===== config.mk =====
export PLATFORM = sky130hd
export DESIGN_NAME = pinflt_bank
export DESIGN_NICKNAME = d
export VERILOG_FILES = /design/src/rtl/pinflt_pkg.sv /design/src/rtl/pinflt_cfg.sv /design/src/rtl/pinflt_tick.sv /design/src/rtl/pinflt_cell.sv /design/src/rtl/pinflt_bank.sv
export SDC_FILE = /design/constraint.sdc
export NUM_CORES = 1
export LEC_CHECK = 0
export ABC_AREA = 0
export BUFFER_PORTS_ARGS = -buffer_cell sky130_fd_sc_hd__buf_2
export CORE_AREA = 8 8 112 154
export CTS_CLUSTER_SIZE = 10
export DETAILED_ROUTE_END_ITERATION = 7
export DIE_AREA = 0 0 120 162
export PLACE_DENSITY = 0.81
export SLEW_MARGIN = 20
export SYNTH_ARGS = -nofsm -noshare
export SYNTH_HDL_FRONTEND = slang
export SYNTH_SLANG_ARGS = --single-unit

===== constraint.sdc =====
create_clock -name clk -period 5.4 [get_ports clk]
set_input_delay 0.54 -clock clk [delete_from_list [all_inputs] [get_ports clk]]
set_output_delay 0.54 -clock clk [all_outputs]
set_load 0.02 [all_outputs]

===== src/rtl/pinflt_pkg.sv =====
package pinflt_pkg;
  typedef enum logic [2:0] {
    A_EN_SET = 3'd0,
    A_EN_CLR = 3'd1,
    A_SEL_GL = 3'd2,
    A_SEL_DB = 3'd3,
    A_DIV    = 3'd4
  } cfg_addr_e;
endpackage


===== src/rtl/pinflt_cfg.sv =====
module pinflt_cfg import pinflt_pkg::*; #(
  parameter int NPINS = 32,
  parameter int DIV_W = 14
) (
  input  logic             clk,
  input  logic             rst_n,
  input  logic             cfg_wr,
  input  logic [2:0]       cfg_addr,
  input  logic [NPINS-1:0] cfg_wdata,
  output logic [NPINS-1:0] en_q,
  output logic [NPINS-1:0] dbn_q,
  output logic [DIV_W-1:0] div_q,
  output logic             div_restart
);
  cfg_addr_e addr_dec;
  assign addr_dec    = cfg_addr_e'(cfg_addr);
  assign div_restart = cfg_wr && (addr_dec == A_DIV);

  always_ff @(posedge clk or negedge rst_n) begin
    if (!rst_n) begin
      en_q  <= '0;
      dbn_q <= '0;
      div_q <= '0;
    end else if (cfg_wr) begin
      case (addr_dec)
        A_EN_SET: en_q  <= en_q | cfg_wdata;
        A_EN_CLR: en_q  <= en_q & ~cfg_wdata;
        A_SEL_GL: dbn_q <= dbn_q & ~cfg_wdata;
        A_SEL_DB: dbn_q <= dbn_q | cfg_wdata;
        A_DIV:    div_q <= cfg_wdata[DIV_W-1:0];
        default:  ;
      endcase
    end
  end
endmodule


===== src/rtl/pinflt_tick.sv =====
module pinflt_tick #(
  parameter int DIV_W = 14
) (
  input  logic             clk,
  input  logic             rst_n,
  input  logic [DIV_W-1:0] div,
  input  logic             restart,
  output logic             tick
);
  localparam int CNT_W = DIV_W + 1;
  logic [CNT_W-1:0] cnt_q;
  logic [CNT_W-1:0] limit;

  // limit = 2*div + 1, so one period spans 2*(div+1) cycles
  assign limit = {div, 1'b1};
  assign tick  = (cnt_q == limit);

  always_ff @(posedge clk or negedge rst_n) begin
    if (!rst_n)               cnt_q <= '0;
    else if (restart || tick) cnt_q <= '0;
    else                      cnt_q <= cnt_q + 1'b1;
  end
endmodule


===== src/rtl/pinflt_cell.sv =====
module pinflt_cell #(
  parameter int STABLE = 2
) (
  input  logic clk,
  input  logic rst_n,
  input  logic en,
  input  logic dbn,
  input  logic tick,
  input  logic din,
  output logic dout
);
  localparam int CW = (STABLE > 1) ? $clog2(STABLE) : 1;
  logic          lvl_q;
  logic [CW-1:0] run_q;
  logic          step;

  assign step = dbn ? tick : 1'b1;
  assign dout = en ? lvl_q : din;

  always_ff @(posedge clk or negedge rst_n) begin
    if (!rst_n) begin
      lvl_q <= 1'b0;
      run_q <= '0;
    end else if (!en) begin
      lvl_q <= din;          // track the input so enabling starts in step
      run_q <= '0;
    end else if (din == lvl_q) begin
      run_q <= '0;           // any return to the held level restarts
    end else if (step) begin
      if (run_q == CW'(STABLE - 1)) begin
        lvl_q <= din;
        run_q <= '0;
      end else begin
        run_q <= run_q + 1'b1;
      end
    end
  end
endmodule


===== src/rtl/pinflt_bank.sv =====
module pinflt_bank import pinflt_pkg::*; #(
  parameter int NPINS  = 32,
  parameter int DIV_W  = 14,
  parameter int STABLE = 2
) (
  input  logic             clk,
  input  logic             rst_n,
  input  logic             cfg_wr,
  input  logic [2:0]       cfg_addr,
  input  logic [NPINS-1:0] cfg_wdata,
  input  logic [NPINS-1:0] pin_in,
  output logic [NPINS-1:0] pin_out,
  output logic [NPINS-1:0] filt_en,
  output logic [NPINS-1:0] filt_dbn,
  output logic [DIV_W-1:0] div_val
);
  logic div_restart;
  logic tick_w;

  pinflt_cfg #(.NPINS(NPINS), .DIV_W(DIV_W)) u_cfg (
    .clk(clk), .rst_n(rst_n), .cfg_wr(cfg_wr), .cfg_addr(cfg_addr),
    .cfg_wdata(cfg_wdata), .en_q(filt_en), .dbn_q(filt_dbn),
    .div_q(div_val), .div_restart(div_restart)
  );

  pinflt_tick #(.DIV_W(DIV_W)) u_tick (
    .clk(clk), .rst_n(rst_n), .div(div_val), .restart(div_restart),
    .tick(tick_w)
  );

  for (genvar i = 0; i < NPINS; i++) begin : g_pin
    pinflt_cell #(.STABLE(STABLE)) u_cell (
      .clk(clk), .rst_n(rst_n), .en(filt_en[i]), .dbn(filt_dbn[i]),
      .tick(tick_w), .din(pin_in[i]), .dout(pin_out[i])
    );
  end
endmodule


-- Word level (Yosys, flattened, before mapping)
Cells that the tools add are included.
- register bits after elaboration: 157
- bits of input ports: 70
- output and inout bits: 110
- word-level logic and storage cells: 634
- $add $sub $neg: 33
- eq/ne operators: 165
- muxes and demuxes: 323
- bitwise logic cells: 5
- reduce and logical (&&, ||, !) cells: 40
- operators with widths (cell ; count):
    2-to-1 mux 1 bit ; 320
    != test 2 x 1 -> 1 bit (second input constant) ; 64
    one-hot mux 32 bit (2 select lines) ; 2
    != test 3 x 1 -> 1 bit (second input constant) ; 32
    AND reduction 3 bit ; 32
    bitwise AND 32 bit ; 2
    != test 2 bit (second input constant) ; 32
    OR 32 bit ; 2
    adder 1 bit (second input constant) ; 32
    == test 1 bit ; 32
    inverter 32 bit ; 1
    adder 15 x 1 -> 15 bit (second input constant) ; 1
    == test 15 bit ; 1
    2-to-1 mux 15 bit ; 1
    == test 3 x 2 -> 1 bit (second input constant) ; 2
    AND reduction 2 bit ; 3
    nonzero test 2 bit ; 2
    == test 3 x 1 -> 1 bit (second input constant) ; 1
    == test 3 bit (second input constant) ; 1
    logical NOT 3 bit ; 1
    logical AND 1 bit ; 1
    logical OR 1 bit ; 1

-- Depth between registers and ports, before layout
Gate-level depths: netlist of run 1.
- depth in word-level cells: 5
- depth in mapped cells: 7
- gate-level depth less buffers: 6

-- By module
From an unflattened synthesis of run 1, not the netlist that was laid out.
- cell total of the unflattened synthesis: 664
- area total of the unflattened synthesis: 8837.2 sq um
- by module, submodules not included (module ; times used ; cells each ; area each (sq um)):
    pinflt_cfg ; 1 ; 283 ; 3975.1
    pinflt_cell ; 32 ; 9 ; 122.6
    pinflt_tick ; 1 ; 93 ; 938.4

-- Worst setup path after synthesis of run 1
OpenSTA, ideal clock, no wires.
- path type: reg-to-reg
- from: reg u_cfg.div_q[9]
- to: reg g_pin[0].u_cell.lvl_q
- library setup time: 0.125 ns
- arrival: 1.869 ns
- data required time: 5.275 ns
- slack: 3.406 ns
- stages on the path, launching flop included: 8
- buffers on the path: 2
- period minus slack after synthesis: 1.994 ns
- cells stage by stage: dfrtp_1 xnor2_1 nand4_1 or4_4 buf_6 clkbuf_1 a41oi_1 nand2_1
- longest elaborated chain between the ends: 4
- RTL lines (item ; line ; source):
    start, declared ; pinflt_cfg.sv:12 ; output logic [DIV_W-1:0] div_q,
    start signal, assigned ; pinflt_cfg.sv:30 ; A_DIV: div_q <= cfg_wdata[DIV_W-1:0];
    == test 15 bit ; pinflt_tick.sv:16 ; assign tick = (cnt_q == limit);
    2-to-1 mux 1 bit ; pinflt_cell.sv:17 ; assign step = dbn ? tick : 1'b1;
    != test 2 x 1 -> 1 bit (no line) ; - ;
    AND reduction 3 bit (no line) ; - ;
    end signal, assigned ; pinflt_cell.sv:25 ; lvl_q <= din;
    end signal, assigned ; pinflt_cell.sv:31 ; lvl_q <= din;
    end, declared ; pinflt_cell.sv:13 ; logic lvl_q;
Every way passes these cells.
A chain may end at the register's enable or synchronous reset.

-- Final worst setup path of run 1
- from: reg u_tick.cnt_q[10]
- to: reg g_pin[17].u_cell.lvl_q
- longest elaborated chain between the ends: 4
- RTL lines (item ; line ; source):
    start, declared ; pinflt_tick.sv:11 ; logic [CNT_W-1:0] cnt_q;
    start signal, assigned ; pinflt_tick.sv:21 ; else cnt_q <= cnt_q + 1'b1;
    == test 15 bit ; pinflt_tick.sv:16 ;
    2-to-1 mux 1 bit ; pinflt_cell.sv:17 ;
    != test 2 x 1 -> 1 bit (no line) ; - ;
    AND reduction 3 bit (no line) ; - ;
    end signal, assigned ; pinflt_cell.sv:25 ;
    end signal, assigned ; pinflt_cell.sv:31 ;
    end, declared ; pinflt_cell.sv:13 ;
Every way passes these cells.

==> results of run 1 <==
[worst reg2reg max path, delay by kind of cell (launching register included)]
kind	cells	cell delay [ns]
AO/OA/AOI/OAI	1	0.48
XOR/XNOR	1	0.22
buffers and inverters	1	0.50
flip-flops	1	0.42
AND/OR/NAND/NOR	3	1.01
[per-layer routing]
metal / share of wire [%] / track usage [%] / vias to the layer above
met2: 52 / 34.8 / 158
met5: 0 / 0 / -
met3: 5.3 / 4.48 / 25
met4: 1.7 / 7.86 / 0
li1: - / - / 3306
met1: 41 / 23.1 / 3294
[cell type report]
| cell class | instances | area, µm² |
|---|---|---|
| multi-input combinational | 614 | 3820 |
| tap | 192 | 240 |
| clock buffer | 24 | 512 |
| antenna | 1 | 2.50 |
| inverter | 41 | 154 |
| timing repair buffer | 182 | 927 |
| clock inverter | 6 | 82.6 |
| sequential | 157 | 3930 |
| fill | 1246 | 5260 |
[power by group through the flow]
stage / Clock [mW] / Combinational [mW] / Sequential, mW
final: 1.19 / 1.24 / 1.83
after global routing: 1.25 / 1.38 / 1.88
after CTS: 1.21 / 1.26 / 1.83
after detailed placement: 0 / 1.25 / 1.85
after global placement: 0 / 1.22 / 1.83
after floorplan: 0 / 1.10 / 1.78
[synth_stat cells, drive strengths merged (24+ instances only)]
library cell  count  area [µm²]
a21o             32         240
xor2             30         263
o21ai            64         320
clkbuf           25        93.8
nor2             50         188
a41oi            32         280
nand3            38         190
a311o            24         240
nor2b            25         156
mux2             46         518
inv              41         154
buf             103         768
a21oi            32         160
dfrtp           157        3930
xnor2            29         254
nand2           173         649
[cell families (layout without fill, tap and decap cells)]
logic type / count (synthesis) / after routing / share of synthesized area [%]
compound gates: 208 / 208 / 16.7
simple gates: 300 / 300 / 14.7
xor+xnor: 59 / 59 / 5.91
buf+inv: 169 / 253 / 11.6
other cells: 0 / 1 / 0
fa+ha+maj: 1 / 1 / 0.143
flops: 157 / 157 / 45.0
mux: 46 / 46 / 5.93
[worst min path at each step]
stage,endpoint,cells past startpoint
global placement,u_cfg.div_q[9]$_DFFE_PN0P_,1
global route,g_pin[5].u_cell.lvl_q$_DFFE_PN0P_,1
floorplan,asynchronous set/reset pin,0
finish,g_pin[5].u_cell.lvl_q$_DFFE_PN0P_,1
CTS,g_pin[5].u_cell.lvl_q$_DFFE_PN0P_,1
detailed placement,u_tick.cnt_q[0]$_DFF_PN0_,1
[through the flow]
| step | cells | instance area [µm²] | setup slack [ns] | hold WS (ns) |
|---|---|---|---|---|
| final | 1217 | 9660 | 2.71 | 0.223 |
| after floorplan | 940 | 8740 | 3.41 | 0.244 |
| after CTS | 1216 | 9660 | 2.73 | 0.282 |
| after global routing | 1216 | 9660 | 2.60 | 0.322 |
| after global placement | 1186 | 9060 | 2.61 | 0.529 |
| after detailed placement | 1186 | 9060 | 2.58 | 0.539 |
[placed cells by master (no fill, tap or decap), types with 2 or more instances in the layout]
cell | netlist | routed
clkbuf_8 | 0 | 6
clkbuf_16 | 0 | 17
a211oi_2 | 8 | 8
and4_1 | 2 | 2
a31oi_1 | 8 | 8
xor2_1 | 30 | 30
nand2_1 | 173 | 173
nor2b_1 | 25 | 25
nor3_1 | 2 | 2
bufinv_16 | 0 | 2
dfrtp_1 | 157 | 157
mux2_2 | 46 | 46
o21ai_0 | 64 | 64
a311o_1 | 24 | 24
xnor2_1 | 29 | 29
inv_1 | 41 | 41
nand4_1 | 4 | 4
a31o_2 | 8 | 8
a21o_1 | 32 | 32
nand3_1 | 38 | 38
a21oi_1 | 32 | 32
buf_4 | 96 | 4
nor2_1 | 50 | 50
a41oi_1 | 32 | 32
buf_2 | 5 | 177
clkinv_2 | 0 | 3
==> results.toml, run 1 <==
[status]
outcome = "complete, no violations"

[global_route]
antenna_found_initial = 0
grt_pass1_vias = 6558
grt_max_degree = 109
grt_pass1_wl_um = 31600
overflow = 0
grt_usage_pct = 19.9

[die]
die_h_um = 162
rows = 53
die-area_mm2 = 0.0194
pin_count = 180
die_w_um = 120
start_util_pct = 58.6
fp.coreArea_mm2 = 0.0149

[sta]
worst_pin_slew_ns = 0.970
skew_ns = 0.0186
finalHoldViolCount = 0
fin_crit_sh_pct = 49.8
tns_ns = 0
rsz0062_at_grt = "no"
setup_viol = 0
slew-limit-headroom_pct = 35.2
maxSlewViolCount = 0
post-route-min-period_ns = 2.69
fmax_mhz = 372

[synthesis]
syn-num-nets = 1011
ys_ff_latch = 157
syn_inst = 940
ys_seq_area_share_pct = 45.0
synth_edf_count = 0
synth_area_mm2 = 0.00874
postSynthAreaPerCell_um2 = 9.30
synth_ff_type = "dfrtp_1"
synth.distinct_cells = 31
yosysWarnings = 0
async_reset_ff_share_pct = 100

[layout]
area_growth_pct = 10.6
drive_above_1_share_pct = 27.1
finish.net_count = 1084
fin_util_pct = 64.8

[setup_path]
arrival_ns = 3.04
end_kind = "register"
crit_cells = 6
critPathSlowestCell = "or4_4"
reg2regPathDepth = 6
rrSetupSlack_ns = 2.71
rr_startpoint = "u_tick.cnt_q[10]$_DFF_PN0_"
cpPeakStageDelay_ns = 0.82
path_cells = "xnor2_1 -> nand4_1 -> or4_4 -> buf_4 -> a311o_1 -> nand2_1"
critical_path.endpoint = "g_pin[17].u_cell.lvl_q$_DFFE_PN0P_"
cp-start-kind = "register"
cp.required_ns = 5.75
criticalPathCategory = "reg2reg"
worstReg2RegEnd = "g_pin[17].u_cell.lvl_q$_DFFE_PN0P_"
crit_start = "u_tick.cnt_q[10]$_DFF_PN0_"
path_delay_family = "simple AND/OR/NAND/NOR gates"
worst-path-buf-inv = 1
critPathMaxFanout = 80

[power]
p_int_mw = 2.76
seq_power_share_pct = 42.9
pwr-share-clk_pct = 27.9
p_leak_nw = 4.70
comb_power_share_pct = 29.1
p_sw_share_pct = 35.2
power_density_mw_per_mm2 = 441
switchingPower_mw = 1.50
irDropWorstVdd_mv = 0.266
p_total_mw = 4.26

[routing]
post_drt_wl_per_cell_um = 15.8
drc_errors = 0
vias = 6783
routed_wirelength_um = 19200
ant_nets = 0
via_per_inst = 5.57
drtPass1Iterations = 4
drt-initial-drc-count = 433

[clocking]
cts.clk_slew.worst_paths_ns = 0.06
cts_setup_buffers = 0
cts_tree = "done"
numCtsBuffers = 17
clk_latency_ns = 0.42
cts.sinks = 157
cts.htree.levels = 4
ctsResizeCount = 0
clockRootBuffer = "clkbuf_16"
cts_buffer_depth = 2
hold_buffers = 0

[job]
cap_violations = 0

[worst_hold_path]
worstHoldPathType = "in2async"

[place]
place_congestion = 0.798
portBuffers = 179
dpl.hpwl_um = 13600
Note: power is estimated with default switching activity, not from simulation.
==> run 2: changes to the inputs <==
--- a/config.mk
+++ b/config.mk
@@ -7,11 +7,11 @@
 export LEC_CHECK = 0
 export ABC_AREA = 0
 export BUFFER_PORTS_ARGS = -buffer_cell sky130_fd_sc_hd__buf_2
-export CORE_AREA = 8 8 112 154
+export CORE_AREA = 8 8 115 159
 export CTS_CLUSTER_SIZE = 10
 export DETAILED_ROUTE_END_ITERATION = 7
-export DIE_AREA = 0 0 120 162
-export PLACE_DENSITY = 0.81
+export DIE_AREA = 0 0 123 167
+export PLACE_DENSITY = 0.76
 export SLEW_MARGIN = 20
 export SYNTH_ARGS = -nofsm -noshare
 export SYNTH_HDL_FRONTEND = slang
==> constraint.sdc (replaced) <==
create_clock -name clk -period 2.79 [get_ports clk]
set_input_delay 0.279 -clock clk [delete_from_list [all_inputs] [get_ports clk]]
set_output_delay 0.279 -clock clk [all_outputs]
set_load 0.02 [all_outputs]
==> results.toml, run 2 (synthesized netlist as in run 1, its figures left out) <==
[die]
rows = 55
fp.coreArea_mm2 = 0.0160
die_h_um = 167
start_util_pct = 54.7
pin_count = 180
die_w_um = 123
die-area_mm2 = 0.0205

[sta]
slew-limit-headroom_pct = 46.4
skew_ns = 0.00866
rsz0062_at_grt = "no"
worst_pin_slew_ns = 0.803
finalHoldViolCount = 0
fmax_mhz = 449
post-route-min-period_ns = 2.23
maxSlewViolCount = 0
fin_crit_sh_pct = 79.8
tns_ns = 0
setup_viol = 0
timing.hold.ws_ns = 0.0904

[layout]
nFillCells = 1414
drive_above_1_share_pct = 27.1
layout_common_cells = "buf_2 (178), nand2_1 (173), dfrtp_1 (157)"
antenna_cells = 0
seq_area_mm2 = 0.00393
finish.net_count = 1091
multi_input_area_mm2 = 0.00382
area_growth_pct = 11.6
final_common_cell = "buf_2"

[setup_path]
cp.required_ns = 3.14
arrival_ns = 2.58
end_kind = "register"
criticalPathCategory = "reg2reg"
rrSetupSlack_ns = 0.56
cp-start-kind = "register"
critPathMaxFanout = 52

[status]
outcome = "complete, no violations"

[global_route]
overflow = 0
grt_pass1_vias = 6537
antenna_found_initial = 0
grt_pass1_wl_um = 32600
grt_usage_pct = 19.6
grt_max_degree = 68

[power]
p_total_mw = 8.26
irDropWorstVdd_mv = 0.535
power_density_mw_per_mm2 = 847
p_leak_nw = 4.74

[routing]
drt-initial-drc-count = 430
via_per_inst = 5.50
vias = 6768
post_drt_wl_per_cell_um = 16.2
ant_nets = 0
drc_errors = 0
routed_wirelength_um = 20000
drtPass1Iterations = 5

[job]
cap_violations = 0

[place]
dpl.hpwl_um = 14200
place_congestion = 0.825
portBuffers = 179

[worst_hold_path]
worstHoldPathType = "in2reg"

[clocking]
clockRootBuffer = "clkbuf_16"
cts.htree.levels = 4
cts_buffer_depth = 2
clk_latency_ns = 0.41
cts.sinks = 157
cts.clk_slew.worst_paths_ns = 0.06
numCtsBuffers = 17
cts_tree = "done"
ctsResizeCount = 0
==> run 2: changes by cell type in the layout (fill, tap and decap cells not counted) <==
cell | previous run | this run
buf_12 | 0 | 3
buf_2 | 177 | 178
buf_4 | 4 | 6
bufinv_16 | 2 | 3
clkbuf_1 | 1 | 5
clkbuf_8 | 6 | 2
diode_2 | 1 | 0
dlygate4sd3_1 | 0 | 1
==> run 2: per-layer routing <==
metal	share of wire (%)	global-route usage (%)
met1	41	23.9
met2	52	33.0
met3	5.5	4.67
met4	1.5	6.52
met5	0	0
==> run 2: stage by stage <==
stage / setup slack (ns) / cell area (µm²) / utilization [%] / instances
2_1_floorplan: 0.796 / 8740 / - / 940
3_3_place_gp: 0.612 / 9160 / 57.3 / 1199
3_5_place_dp: 0.576 / 9160 / 57.3 / 1199
4_1_cts: 0.557 / 9750 / 61.1 / 1231
5_1_grt: 0.419 / 9750 / 61.1 / 1231
6_report: 0.563 / 9750 / 61.1 / 1231
==> run 2: area by class of cell <==
cell class | instances | share of cell area (%)
clock inverters | 7 | 1.16
well taps | 199 | 2.55
clock buffers | 24 | 4.84
flip-flops and latches | 157 | 40.3
multi-input cells | 614 | 39.1
inverters | 41 | 1.58
repair buffers | 189 | 10.4
==> run 2: worst paths after layout <==
| path | startpoint | to | cells past startpoint |
|---|---|---|---|
| setup / recovery | u_tick.cnt_q[3]$_DFF_PN0_ | g_pin[16].u_cell.lvl_q$_DFFE_PN0P_ | 6 |
| hold / removal | cfg_wdata[19] | register | 2 |
| setup reg to reg | u_tick.cnt_q[3]$_DFF_PN0_ | g_pin[16].u_cell.lvl_q$_DFFE_PN0P_ | 6 |
| hold reg to reg | u_tick.cnt_q[0]$_DFF_PN0_ | u_tick.cnt_q[0]$_DFF_PN0_ | 1 |
| max in group asynchronous | rst_n | asynchronous set/reset pin | 3 |
| min in group asynchronous | rst_n | g_pin[5].u_cell.lvl_q$_DFFE_PN0P_ | 2 |
==> run 2: worst max-delay path, stage by stage, from the launching register on <==
cell	delay [ns]
dfrtp_1	0.43
xnor2_1	0.17
nand4_1	0.10
or4_4	0.74
buf_12	0.27
a311o_1	0.37
nand2_1	0.06
==> run 2: timing repair <==
action,CTS,global route
setup endpoints to repair,0,0
buffers inserted,0,0
hold buffers,1,0
hold endpoints to repair,17,0
==> run 2: power breakdown <==
group          internal (mW)  total, mW  switching (mW)
clock                   1.45       2.31           0.859
combinational           1.07       2.42            1.34
sequential              2.83       3.54           0.708
